--- config.mk ---
export PLATFORM = sky130hd
export DESIGN_NAME = spi_flash_cmd_seq
export DESIGN_NICKNAME = d
export VERILOG_FILES = /design/src/rtl/sfc_pkg.sv /design/src/rtl/sfc_opdec.sv /design/src/rtl/sfc_readout.sv /design/src/rtl/sfc_addr_ctr.sv /design/src/rtl/spi_flash_cmd_seq.sv
export SDC_FILE = /design/constraint.sdc
export NUM_CORES = 1
export LEC_CHECK = 0
export ABC_AREA = 1
export BUFFER_PORTS_ARGS = -buffer_cell sky130_fd_sc_hd__buf_2
export CAP_MARGIN = 0
export CELL_PAD_IN_SITES_DETAIL_PLACEMENT = 0
export CELL_PAD_IN_SITES_GLOBAL_PLACEMENT = 1
export CORE_AREA = 2 2 123 125
export CTS_BUF_LIST = sky130_fd_sc_hd__clkbuf_16
export CTS_CLUSTER_DIAMETER = 150
export CTS_CLUSTER_SIZE = 8
export DETAILED_ROUTE_END_ITERATION = 8
export DIE_AREA = 0 0 125 127
export HOLD_SLACK_MARGIN = 0.03
export PLACE_DENSITY = 0.91
export SETUP_SLACK_MARGIN = 0.1
export SYNTH_ARGS = -nofsm -noshare
export SYNTH_HDL_FRONTEND = slang
export SYNTH_SLANG_ARGS = --single-unit
--- constraint.sdc ---
create_clock -name clk -period 3.45 [get_ports clk]
set_clock_uncertainty 0.2 [all_clocks]
set_input_delay 0.345 -clock clk [delete_from_list [all_inputs] [get_ports clk]]
set_output_delay 0.345 -clock clk [all_outputs]
set_load 0.02 [all_outputs]
--- src/rtl/sfc_pkg.sv ---
package sfc_pkg;

  localparam logic [7:0] OPC_NOP    = 8'h00;
  localparam logic [7:0] OPC_WRSR   = 8'h01;
  localparam logic [7:0] OPC_PGM    = 8'h02;
  localparam logic [7:0] OPC_RD     = 8'h03;
  localparam logic [7:0] OPC_WRDI   = 8'h04;
  localparam logic [7:0] OPC_RDSR   = 8'h05;
  localparam logic [7:0] OPC_WREN   = 8'h06;
  localparam logic [7:0] OPC_RDF    = 8'h0B;
  localparam logic [7:0] OPC_ER4K   = 8'h20;
  localparam logic [7:0] OPC_QPGM   = 8'h32;
  localparam logic [7:0] OPC_DRD    = 8'h3B;
  localparam logic [7:0] OPC_ER32K  = 8'h52;
  localparam logic [7:0] OPC_QRD    = 8'h6B;
  localparam logic [7:0] OPC_RDID   = 8'h9F;
  localparam logic [7:0] OPC_DPGM   = 8'hA2;
  localparam logic [7:0] OPC_DIORD  = 8'hBB;
  localparam logic [7:0] OPC_CHIP   = 8'hC7;
  localparam logic [7:0] OPC_ERSEC  = 8'hD8;
  localparam logic [7:0] OPC_QIORD  = 8'hEB;

  localparam logic [1:0] ERK_4K   = 2'd0;
  localparam logic [1:0] ERK_32K  = 2'd1;
  localparam logic [1:0] ERK_SEC  = 2'd2;
  localparam logic [1:0] ERK_CHIP = 2'd3;

  typedef enum logic [2:0] {
    ST_IDLE,
    ST_COLLECT,
    ST_PGM,
    ST_READ,
    ST_OUT
  } sfc_state_t;

  typedef struct packed {
    logic       known;
    logic       collects;
    logic [3:0] need;
    logic       is_read;
    logic       is_pgm;
    logic       is_erase;
    logic [1:0] er_kind;
    logic       is_wrsr;
    logic       is_wren;
    logic       is_wrdi;
    logic       is_rdsr;
    logic       is_rdid;
    logic       is_chip;
  } sfc_op_t;

endpackage

--- src/rtl/sfc_opdec.sv ---
module sfc_opdec
  import sfc_pkg::*;
#(
  parameter logic [7:0] MFR_ID = 8'h20
) (
  input  logic [7:0] opcode,
  output sfc_op_t    dec
);
  localparam bit SHORT_MIO = (MFR_ID == 8'hEF) || (MFR_ID == 8'h01);
  localparam logic [3:0] DIO_NEED = SHORT_MIO ? 4'd4 : 4'd5;
  localparam logic [3:0] QIO_NEED = SHORT_MIO ? 4'd6 : 4'd8;

  always_comb begin
    dec = '0;
    dec.known = 1'b1;
    case (opcode)
      OPC_NOP:  ;
      OPC_WRSR: begin dec.collects = 1'b1; dec.need = 4'd1; dec.is_wrsr = 1'b1; end
      OPC_WRDI: dec.is_wrdi = 1'b1;
      OPC_WREN: dec.is_wren = 1'b1;
      OPC_RDSR: dec.is_rdsr = 1'b1;
      OPC_RDID: dec.is_rdid = 1'b1;
      OPC_CHIP: begin dec.is_chip = 1'b1; dec.er_kind = ERK_CHIP; end
      OPC_RD: begin dec.collects = 1'b1; dec.need = 4'd3; dec.is_read = 1'b1; end
      OPC_RDF, OPC_DRD, OPC_QRD: begin
        dec.collects = 1'b1; dec.need = 4'd4; dec.is_read = 1'b1;
      end
      OPC_DIORD: begin dec.collects = 1'b1; dec.need = DIO_NEED; dec.is_read = 1'b1; end
      OPC_QIORD: begin dec.collects = 1'b1; dec.need = QIO_NEED; dec.is_read = 1'b1; end
      OPC_PGM, OPC_DPGM, OPC_QPGM: begin
        dec.collects = 1'b1; dec.need = 4'd3; dec.is_pgm = 1'b1;
      end
      OPC_ER4K: begin
        dec.collects = 1'b1; dec.need = 4'd3; dec.is_erase = 1'b1; dec.er_kind = ERK_4K;
      end
      OPC_ER32K: begin
        dec.collects = 1'b1; dec.need = 4'd3; dec.is_erase = 1'b1; dec.er_kind = ERK_32K;
      end
      OPC_ERSEC: begin
        dec.collects = 1'b1; dec.need = 4'd3; dec.is_erase = 1'b1; dec.er_kind = ERK_SEC;
      end
      default: dec.known = 1'b0;
    endcase
  end
endmodule

--- src/rtl/sfc_readout.sv ---
module sfc_readout #(
  parameter logic [7:0]  MFR_ID = 8'h20,
  parameter logic [15:0] DEV_ID = 16'h2014,
  parameter logic [15:0] EXT_ID = 16'h0000
) (
  input  logic       sel_id,
  input  logic [2:0] pos,
  input  logic       wel,
  output logic [7:0] data,
  output logic [2:0] id_len
);
  localparam logic [2:0] ID_BYTES = (EXT_ID != 16'h0000) ? 3'd5 : 3'd3;

  assign id_len = ID_BYTES;

  always_comb begin
    if (!sel_id) begin
      data = {6'b0, wel, 1'b0};
    end else begin
      case (pos)
        3'd0:    data = MFR_ID;
        3'd1:    data = DEV_ID[15:8];
        3'd2:    data = DEV_ID[7:0];
        3'd3:    data = EXT_ID[15:8];
        3'd4:    data = EXT_ID[7:0];
        default: data = 8'h00;
      endcase
    end
  end
endmodule

--- src/rtl/sfc_addr_ctr.sv ---
module sfc_addr_ctr #(
  parameter int ADDR_W = 20
) (
  input  logic              clk,
  input  logic              rst,
  input  logic              load,
  input  logic [ADDR_W-1:0] load_val,
  input  logic              step,
  output logic [ADDR_W-1:0] addr
);
  always_ff @(posedge clk) begin
    if (rst)       addr <= '0;
    else if (load) addr <= load_val;
    else if (step) addr <= addr + 1'b1;
  end
endmodule

--- src/rtl/spi_flash_cmd_seq.sv ---
module spi_flash_cmd_seq
  import sfc_pkg::*;
#(
  parameter int          DEV_BYTES = 1 << 20,
  parameter logic [7:0]  MFR_ID    = 8'h20,
  parameter logic [15:0] DEV_ID    = 16'h2014,
  parameter logic [15:0] EXT_ID    = 16'h0000,
  localparam int         ADDR_W    = $clog2(DEV_BYTES)
) (
  input  logic              clk,
  input  logic              rst,
  input  logic              frame_start,
  input  logic              rx_valid,
  input  logic [7:0]        rx_byte,
  output logic [7:0]        tx_byte,
  output logic [ADDR_W-1:0] mem_addr,
  input  logic [7:0]        mem_rdata,
  output logic              pgm_valid,
  output logic [ADDR_W-1:0] pgm_addr,
  output logic [7:0]        pgm_data,
  output logic              er_valid,
  output logic [1:0]        er_kind,
  output logic [ADDR_W-1:0] er_addr,
  output logic              wel,
  output logic              err_op
);
  sfc_state_t  state;
  sfc_op_t     dec;
  logic [3:0]  cnt, need;
  logic [2:0]  pos, olen;
  logic        out_id;
  logic [23:0] addr_sh, next_addr;
  logic        cur_read, cur_pgm, cur_erase, cur_wrsr;
  logic [1:0]  cur_kind;
  logic [7:0]  ro_data;
  logic [2:0]  id_len;
  logic        strobe, coll_done, ld_addr, step_addr;

  sfc_opdec #(.MFR_ID(MFR_ID)) u_dec (.opcode(rx_byte), .dec(dec));

  sfc_readout #(.MFR_ID(MFR_ID), .DEV_ID(DEV_ID), .EXT_ID(EXT_ID)) u_ro (
    .sel_id(out_id), .pos(pos), .wel(wel), .data(ro_data), .id_len(id_len)
  );

  assign strobe    = rx_valid && !frame_start;
  assign next_addr = (cnt < 4'd3) ? {addr_sh[15:0], rx_byte} : addr_sh;
  assign coll_done = strobe && (state == ST_COLLECT) && (4'(cnt + 4'd1) == need);
  assign ld_addr   = coll_done && (cur_read || cur_pgm);
  assign step_addr = strobe && ((state == ST_READ) || (state == ST_PGM));

  sfc_addr_ctr #(.ADDR_W(ADDR_W)) u_ctr (
    .clk(clk), .rst(rst), .load(ld_addr), .load_val(next_addr[ADDR_W-1:0]),
    .step(step_addr), .addr(mem_addr)
  );

  always_ff @(posedge clk) begin
    if (rst) begin
      state     <= ST_IDLE;
      cnt       <= '0;
      need      <= '0;
      pos       <= '0;
      olen      <= '0;
      out_id    <= 1'b0;
      addr_sh   <= '0;
      cur_read  <= 1'b0;
      cur_pgm   <= 1'b0;
      cur_erase <= 1'b0;
      cur_wrsr  <= 1'b0;
      cur_kind  <= '0;
      tx_byte   <= '0;
      pgm_valid <= 1'b0;
      pgm_addr  <= '0;
      pgm_data  <= '0;
      er_valid  <= 1'b0;
      er_kind   <= '0;
      er_addr   <= '0;
      wel       <= 1'b0;
      err_op    <= 1'b0;
    end else begin
      pgm_valid <= 1'b0;
      er_valid  <= 1'b0;
      err_op    <= 1'b0;
      if (frame_start) begin
        state   <= ST_IDLE;
        cnt     <= '0;
        pos     <= '0;
        tx_byte <= '0;
      end else if (rx_valid) begin
        case (state)
          ST_IDLE: begin
            tx_byte   <= '0;
            cur_read  <= dec.is_read;
            cur_pgm   <= dec.is_pgm;
            cur_erase <= dec.is_erase;
            cur_wrsr  <= dec.is_wrsr;
            cur_kind  <= dec.er_kind;
            if (!dec.known) begin
              err_op <= 1'b1;
            end else if (dec.is_wren) begin
              wel <= 1'b1;
            end else if (dec.is_wrdi) begin
              wel <= 1'b0;
            end else if (dec.is_chip) begin
              if (wel) begin
                er_valid <= 1'b1;
                er_kind  <= dec.er_kind;
                er_addr  <= '0;
              end
            end else if (dec.is_rdsr || dec.is_rdid) begin
              state  <= ST_OUT;
              pos    <= '0;
              out_id <= dec.is_rdid;
              olen   <= dec.is_rdid ? id_len : 3'd1;
            end else if (dec.collects && (!dec.is_wrsr || wel)) begin
              state <= ST_COLLECT;
              cnt   <= '0;
              need  <= dec.need;
            end
          end
          ST_COLLECT: begin
            tx_byte <= '0;
            cnt     <= 4'(cnt + 4'd1);
            if (cnt < 4'd3) addr_sh <= next_addr;
            if (coll_done) begin
              state <= ST_IDLE;
              if (cur_pgm)  state <= ST_PGM;
              if (cur_read) state <= ST_READ;
              if (cur_erase && wel) begin
                er_valid <= 1'b1;
                er_kind  <= cur_kind;
                er_addr  <= next_addr[ADDR_W-1:0];
              end
              if (cur_wrsr) wel <= 1'b0;
            end
          end
          ST_PGM: begin
            tx_byte   <= '0;
            pgm_valid <= 1'b1;
            pgm_addr  <= mem_addr;
            pgm_data  <= rx_byte;
          end
          ST_READ: begin
            tx_byte <= mem_rdata;
          end
          ST_OUT: begin
            tx_byte <= ro_data;
            pos     <= pos + 3'd1;
            if (pos + 3'd1 == olen) state <= ST_IDLE;
          end
          default: state <= ST_IDLE;
        endcase
      end
    end
  end
endmodule

==> flow_metrics.env, run 1 <==
export IMPL_clock_sinks=124
export IMPL_hold_viol=0
export IMPL_antenna_cells=0
export IMPL_crit_chain="inv_2 -> nand3_2 -> nor2_2 -> nand3_1 -> nor2_2 -> nand4_2 -> o21ai_4 -> buf_4 -> a21oi_1 -> nor2_1"
export IMPL_clockRootBuffer="clkbuf_16"
export IMPL_layout_setup_ws_ns=1.02
export IMPL_synth_cells=919
export IMPL_ctsResizeCount=0
export IMPL_grt_start_max_net_pins=48
export IMPL_r2r_worst_path_cells=10
export IMPL_drt_first_iter_violations=395
export IMPL_cp_data_required_time_ns=3.60
export IMPL_cp_start_kind="flip-flop"
export IMPL_tns_ns=0
export IMPL_dp_hpwl_mm=12.3
export IMPL_ys_ff_latch=124
export IMPL_netlist_cell_type_count=38
export IMPL_start_util_pct=42.6
export IMPL_cpPeakStageDelay_ns=0.33
export IMPL_yosys_warnings=0
export IMPL_synth_flop_cell="dfxtp_1"
export IMPL_htree_levels=4
export IMPL_area_growth_pct=20.9
export IMPL_finalSetupViolations=0
export IMPL_placed_area_um2=6760
export IMPL_total_power_mw=3.42
export IMPL_grt_pass1_wl_mm=28.4
export IMPL_seqCellArea_um2=2480
export IMPL_cpMostUsedCell="nor2_2"
export IMPL_relSlewSlack_pct=47.5
export IMPL_synth_edf_count=0
export IMPL_design_area_um2=7430
export IMPL_tightestPinTransition_ns=0.784
export IMPL_crit_arrival_ns=2.58
export IMPL_dp_slack_ns=0.952
export IMPL_cts_buffer_depth=2
export IMPL_rsz0062_at_grt="no"
export IMPL_min_to="pgm_data[3]"
export IMPL_die_area_um2=15900
export IMPL_critPathKind="flip-flop to flip-flop"
export IMPL_drc=0
export IMPL_syn_avg_cell_area_um2=6.68
export IMPL_synth_largest_area_cell="dfxtp_1"
export IMPL_finalNetCount=1041
export IMPL_routabilityCongestion=0.905
export IMPL_yosys_cell_count_top_type="nand2_1"
export IMPL_track_usage_pct=22.0
export IMPL_leakage_nw=3.32
export IMPL_cp_max_fo=32
export IMPL_outcome="finished clean"
export IMPL_drv_slew=0
export IMPL_min_from="rx_byte[3]"
export IMPL_io_pin_count=102
export IMPL_timing_fmax_mhz=412
export IMPL_core_um2=14400
export IMPL_grt_overflow_total=0
export IMPL_routed_wl_mm=17.2
export IMPL_fp_dieW_um=125
export IMPL_portBuffers=101
export IMPL_dp_cells=1174
export IMPL_endpoint_kind="flip-flop"
export IMPL_maxCapViolations=0
export IMPL_min_path_type="primary input to flip-flop"
export IMPL_synth_seq_area_share_pct=40.4
export IMPL_cpLargestDelayFamily="simple AND/OR/NAND/NOR gates"
export IMPL_dr_pass1_iters=5
export IMPL_yosys_area_top_type_share_pct=40.4
export IMPL_synthArstFlopShare_pct=0
export IMPL_cts_tree="yes"
export IMPL_drive_above_1_share_pct=16.4
export IMPL_multi_input_area_um2=3090
export IMPL_r2r_setup_slack_ns=1.02
export IMPL_period_needed_ns=2.43
export IMPL_antenna_found_initial=0
export IMPL_syn_area_um2=6140
export IMPL_timing_final_crit_share_pct=70.4
export IMPL_cts_made_buffers=17
export IMPL_synth_common_cells="224 x nand2_1, 124 x dfxtp_1, 113 x nor2_1, 94 x a21oi_1"
export IMPL_vias_per_cell=5.10
export IMPL_r2r_start="state[2]"
export IMPL_first_global_vias=5886
export IMPL_clock_latency_ns=0.42
export IMPL_slowest_stage="dfxtp_1"
export IMPL_p_per_area_nw_per_um2=460
export IMPL_crit_buf_inv=2
export IMPL_clkTransAtPathRegs_ns=0.06
export IMPL_rows=44
export IMPL_vias=6180
export IMPL_fillCellCount=1514
export IMPL_whs_path_depth=3
export IMPL_syn_nets=943
export IMPL_synthTopCellsByArea="dfxtp_1 40%, nand2_1 14%, a21oi_1 7.7%, o21ai_0 7.6%, nor2_1 6.9%"
export IMPL_rr_endpoint="er_addr[8]"
export IMPL_ant_nets=0
export IMPL_vdd_drop_max_v=0.000348
export IMPL_wl_per_cell_um=14.2
export IMPL_stdcell_count=1211
export IMPL_dieHeight_um=127
-- kinds of logic after synthesis --
group | Yosys count | synth area share (%)
adder cells (fa/ha/maj) | 4 | 0.815
buffers and inverters | 142 | 9.49
AO/OA/AOI/OAI | 211 | 18.0
flip-flops | 124 | 40.4
XOR/XNOR | 18 | 2.69
AND/OR/NAND/NOR | 420 | 28.6
-- worst register-to-register path: stages (launching register included) --
cell	delay [ns]
dfxtp_1	0.33
inv_2	0.11
nand3_2	0.22
nor2_2	0.21
nand3_1	0.11
nor2_2	0.20
nand4_2	0.16
o21ai_4	0.32
buf_4	0.31
a21oi_1	0.08
nor2_1	0.12
-- per-layer routing --
metal	vias to the layer above	GRT usage (%)	share of wire [%]	wire, um
met3	26	4.77	4.0	687
met1	2842	27.2	45	7680
met5	-	0	0	0
met2	150	38.3	49	8490
li1	3162	-	-	-
met4	0	7.19	2.0	339
-- placed cells by master, fill, tap and decap left out, drive strengths merged, types with 14 or more instances in the layout --
cell type / synthesis / final
a21oi: 94 / 94
a31oi: 14 / 14
buf: 7 / 111
clkbuf: 33 / 17
dfxtp: 124 / 124
inv: 100 / 103
nand2: 230 / 230
nand3: 55 / 55
nor2: 118 / 118
o21ai: 95 / 95
xor2: 15 / 15
-- layout make-up --
| class | count | area share [%] |
|---|---|---|
| Timing Repair Buffer | 119 | 8.89 |
| Tap cell | 184 | 3.10 |
| Inverter | 102 | 5.17 |
| Clock inverter | 12 | 2.14 |
| Clock buffer | 17 | 5.73 |
| Sequential cell | 124 | 33.4 |
| Multi-Input combinational cell | 653 | 41.5 |
-- through the flow --
step	hold slack, ns	util [%]
floorplan	0.225	-
global route	0.0472	51.5
global placement	0.232	46.9
CTS	0.0313	51.5
finish	0.0449	51.5
detailed placement	0.239	46.9
-- power breakdown --
group	total (mW)	switching, mW	internal [mW]
logic	0.156	0.111	0.0456
clock network	1.82	0.637	1.18
registers	1.44	0.00358	1.44
total	3.42	0.752	2.67
-- state kept, by name (all words and copies together), names as in the netlist, 2 cells and up --
register / flops
need: 4
pos: 3
er_kind: 2
cnt: 4
er_addr: 20
state: 3
cur_kind: 2
tx_byte: 8
pgm_addr: 20
pgm_data: 8
addr_sh: 20
u_ctr.addr: 20
-- worst max path at each step --
stage	from	to	cells after the start
floorplan	u_ctr.addr[0]	u_ctr.addr[18]	12
global placement	rx_byte[5]	er_addr[0]	11
detailed placement	rx_byte[5]	er_addr[8]	11
CTS	state[2]	er_addr[8]	10
global route	cnt[0]	er_addr[9]	11
finish	state[2]	er_addr[8]	10
-- what timing repair did --
action                                 in CTS  in global routing
endpoints found under the hold margin       8                  0
setup buffers                               0                  0
hold buffers                                8                  0
No activity file was read; power rests on OpenSTA's default activity.
==> run 2: changes to the inputs <==
CORE_AREA = 2 2 127 129   (was 2 2 123 125)
DIE_AREA = 0 0 129 131   (was 0 0 125 127)
PLACE_DENSITY = 0.86   (was 0.91)
clock period = 2.29 ns   (was 3.45 ns; I/O delays follow)
==> run 2 against run 1 <==
  * Clock power grew 38%
  * Design area grew 6.9%
  * Worst hold slack is essentially flat
  * Maximum frequency grew 15%
  * Sequential cell count is the same
  * Die area grew 6.5%
  * Utilization shrank 0.59 points
  * Total power grew 45%
  * Global-route usage shrank 0.75 points
  * Largest cell class unchanged
==> flow_metrics.env, run 2 (synthesis results as in run 1) <==
export IMPL_wl_per_cell_um=13.9
export IMPL_dp_cells=1220
export IMPL_relSlewSlack_pct=67.8
export IMPL_crit_buf_inv=3
export IMPL_placed_area_um2=6930
export IMPL_r2r_setup_slack_ns=0.17
export IMPL_drive_above_1_share_pct=20.5
export IMPL_cpPeakStageDelay_ns=0.36
export IMPL_tightestPinTransition_ns=0.478
export IMPL_ant_nets=0
export IMPL_first_global_vias=5836
export IMPL_min_path_type="primary input to flip-flop"
export IMPL_design_area_um2=7940
export IMPL_drv_slew=0
export IMPL_clkTransAtPathRegs_ns=0.05
export IMPL_clockRootBuffer="clkbuf_16"
export IMPL_grt_start_max_net_pins=53
export IMPL_antenna_cells=0
export IMPL_grt_pass1_wl_mm=28.4
export IMPL_r2r_worst_path_cells=11
export IMPL_clock_sinks=124
export IMPL_vias=6218
export IMPL_rr_endpoint="er_addr[11]"
export IMPL_p_per_area_nw_per_um2=624
export IMPL_path_depth=11
export IMPL_dp_slack_ns=0.136
export IMPL_timing_final_crit_share_pct=92.4
export IMPL_dp_hpwl_mm=12.4
export IMPL_timing_fmax_mhz=473
export IMPL_total_power_mw=4.96
export IMPL_cp_max_fo=8
export IMPL_period_needed_ns=2.12
export IMPL_finalSetupViolations=0
export IMPL_io_pin_count=102
export IMPL_drc=0
export IMPL_mostFrequentLayoutCells="215 x nand2_1, 120 x dfxtp_1, 103 x nor2_1"
export IMPL_cpLargestDelayFamily="XOR/XNOR gates"
export IMPL_routed_wl_mm=17.8
export IMPL_crit_path_end="er_addr[11]"
export IMPL_postLayoutCoreUtil_pct=50.9
export IMPL_slowest_stage="dfxtp_2"
export IMPL_rsz0062_at_grt="no"
export IMPL_grt_overflow_total=0
export IMPL_crit_chain="buf_6 -> nand3_2 -> xor2_2 -> xor2_2 -> nand4_4 -> o21ai_4 -> buf_6 -> clkbuf_16 -> nand3_1 -> nand2_1 -> nor2_1"
export IMPL_tns_ns=0
export IMPL_fp_dieW_um=129
export IMPL_area_growth_pct=29.3
export IMPL_hold_viol=0
export IMPL_stdcell_count=1281
export IMPL_cp_start_kind="flip-flop"
export IMPL_start_util_pct=39.4
export IMPL_dieHeight_um=131
export IMPL_track_usage_pct=21.3
export IMPL_drt_first_iter_violations=304
export IMPL_layout_setup_ws_ns=0.174
export IMPL_rows=46
export IMPL_crit_arrival_ns=2.23
export IMPL_htree_levels=4
export IMPL_antenna_found_initial=0
export IMPL_endpoint_kind="flip-flop"
export IMPL_finalNetCount=1077
export IMPL_die_area_um2=16900
export IMPL_portBuffers=101
export IMPL_leakage_nw=3.50
export IMPL_critPathKind="flip-flop to flip-flop"
export IMPL_cts_tree="yes"
export IMPL_routabilityCongestion=0.881
export IMPL_dr_pass1_iters=5
export IMPL_cp_data_required_time_ns=2.40
export IMPL_vdd_drop_max_v=0.000506
export IMPL_final_common_cell="nand2_1"
export IMPL_vias_per_cell=4.85
export IMPL_r2r_start="cnt[0]"
export IMPL_cts_made_buffers=17
export IMPL_whs_ns=0.0446
export IMPL_cp_startpoint="cnt[0]"
export IMPL_core_um2=15600
export IMPL_outcome="finished clean"
export IMPL_maxCapViolations=0
export IMPL_clock_latency_ns=0.42
export IMPL_cts_buffer_depth=2
[run 2: changes by cell type in the layout (fill, tap and decap cells not counted), moves of 4 or more]
| cell | delta |
|---|---|
| nand2_1 | -9 |
| nor2_1 | -8 |
| dfxtp_1 | -4 |
| dfxtp_2 | +4 |
| nand2_2 | +7 |
| dlygate4sd3_1 | +14 |
| nor2_2 | +5 |
| buf_4 | +16 |
[run 2: final cells by class]
cell class | count | area, um2
Tap cell | 216 | 270
Clock inverter | 14 | 115
Inverter | 102 | 385
Sequential cell | 124 | 2490
Timing Repair Buffer | 155 | 1040
Multi-Input combinational cell | 653 | 3210
Clock buffer | 17 | 425
Fill cell | 1587 | 7660
[run 2: timing repair]
item | 4_1_cts | 5_1_grt
hold buffers | 22 | 0
endpoints found under the setup margin | 0 | 52
endpoints found under the hold margin | 25 | 0
setup buffers | 0 | 6
resized for setup | 0 | 48
[run 2: worst min-delay path by stage]
stage                            start          end  slack [ns]  cells after the start
after detailed placement   addr_sh[14]  addr_sh[14]        0.24                      2
after global routing          rx_valid       pos[0]        0.06                      5
after floorplan           mem_rdata[2]   tx_byte[2]        0.18                      2
after global placement     addr_sh[13]  addr_sh[13]        0.23                      2
after CTS                     rx_valid       pos[0]        0.03                      5
final                         rx_valid       pos[0]        0.04                      5
[run 2: power breakdown]
part | switching [mW] | internal (mW) | total [mW] | leakage (nW)
clock | 0.955 | 1.55 | 2.51 | 0.273
combinational | 0.177 | 0.0953 | 0.272 | 2.23
sequential | 0.00603 | 2.17 | 2.18 | 1.00
[run 2: layer usage]
metal / global-route usage (%) / routed length [um]
met1: 26.6 / 7960
met2: 36.7 / 8950
met3: 4.19 / 638
met4: 7.61 / 290
met5: 0 / 0
[run 2: worst reg2reg max path: cells and delay by family (launching register included)]
kind | cells | cell delay [ns]
and+or+nand+nor | 5 | 0.38
DFF | 1 | 0.36
AOI/OAI and AO/OA | 1 | 0.12
xor gates and xnor gates | 2 | 0.53
buffers and inverters | 3 | 0.42
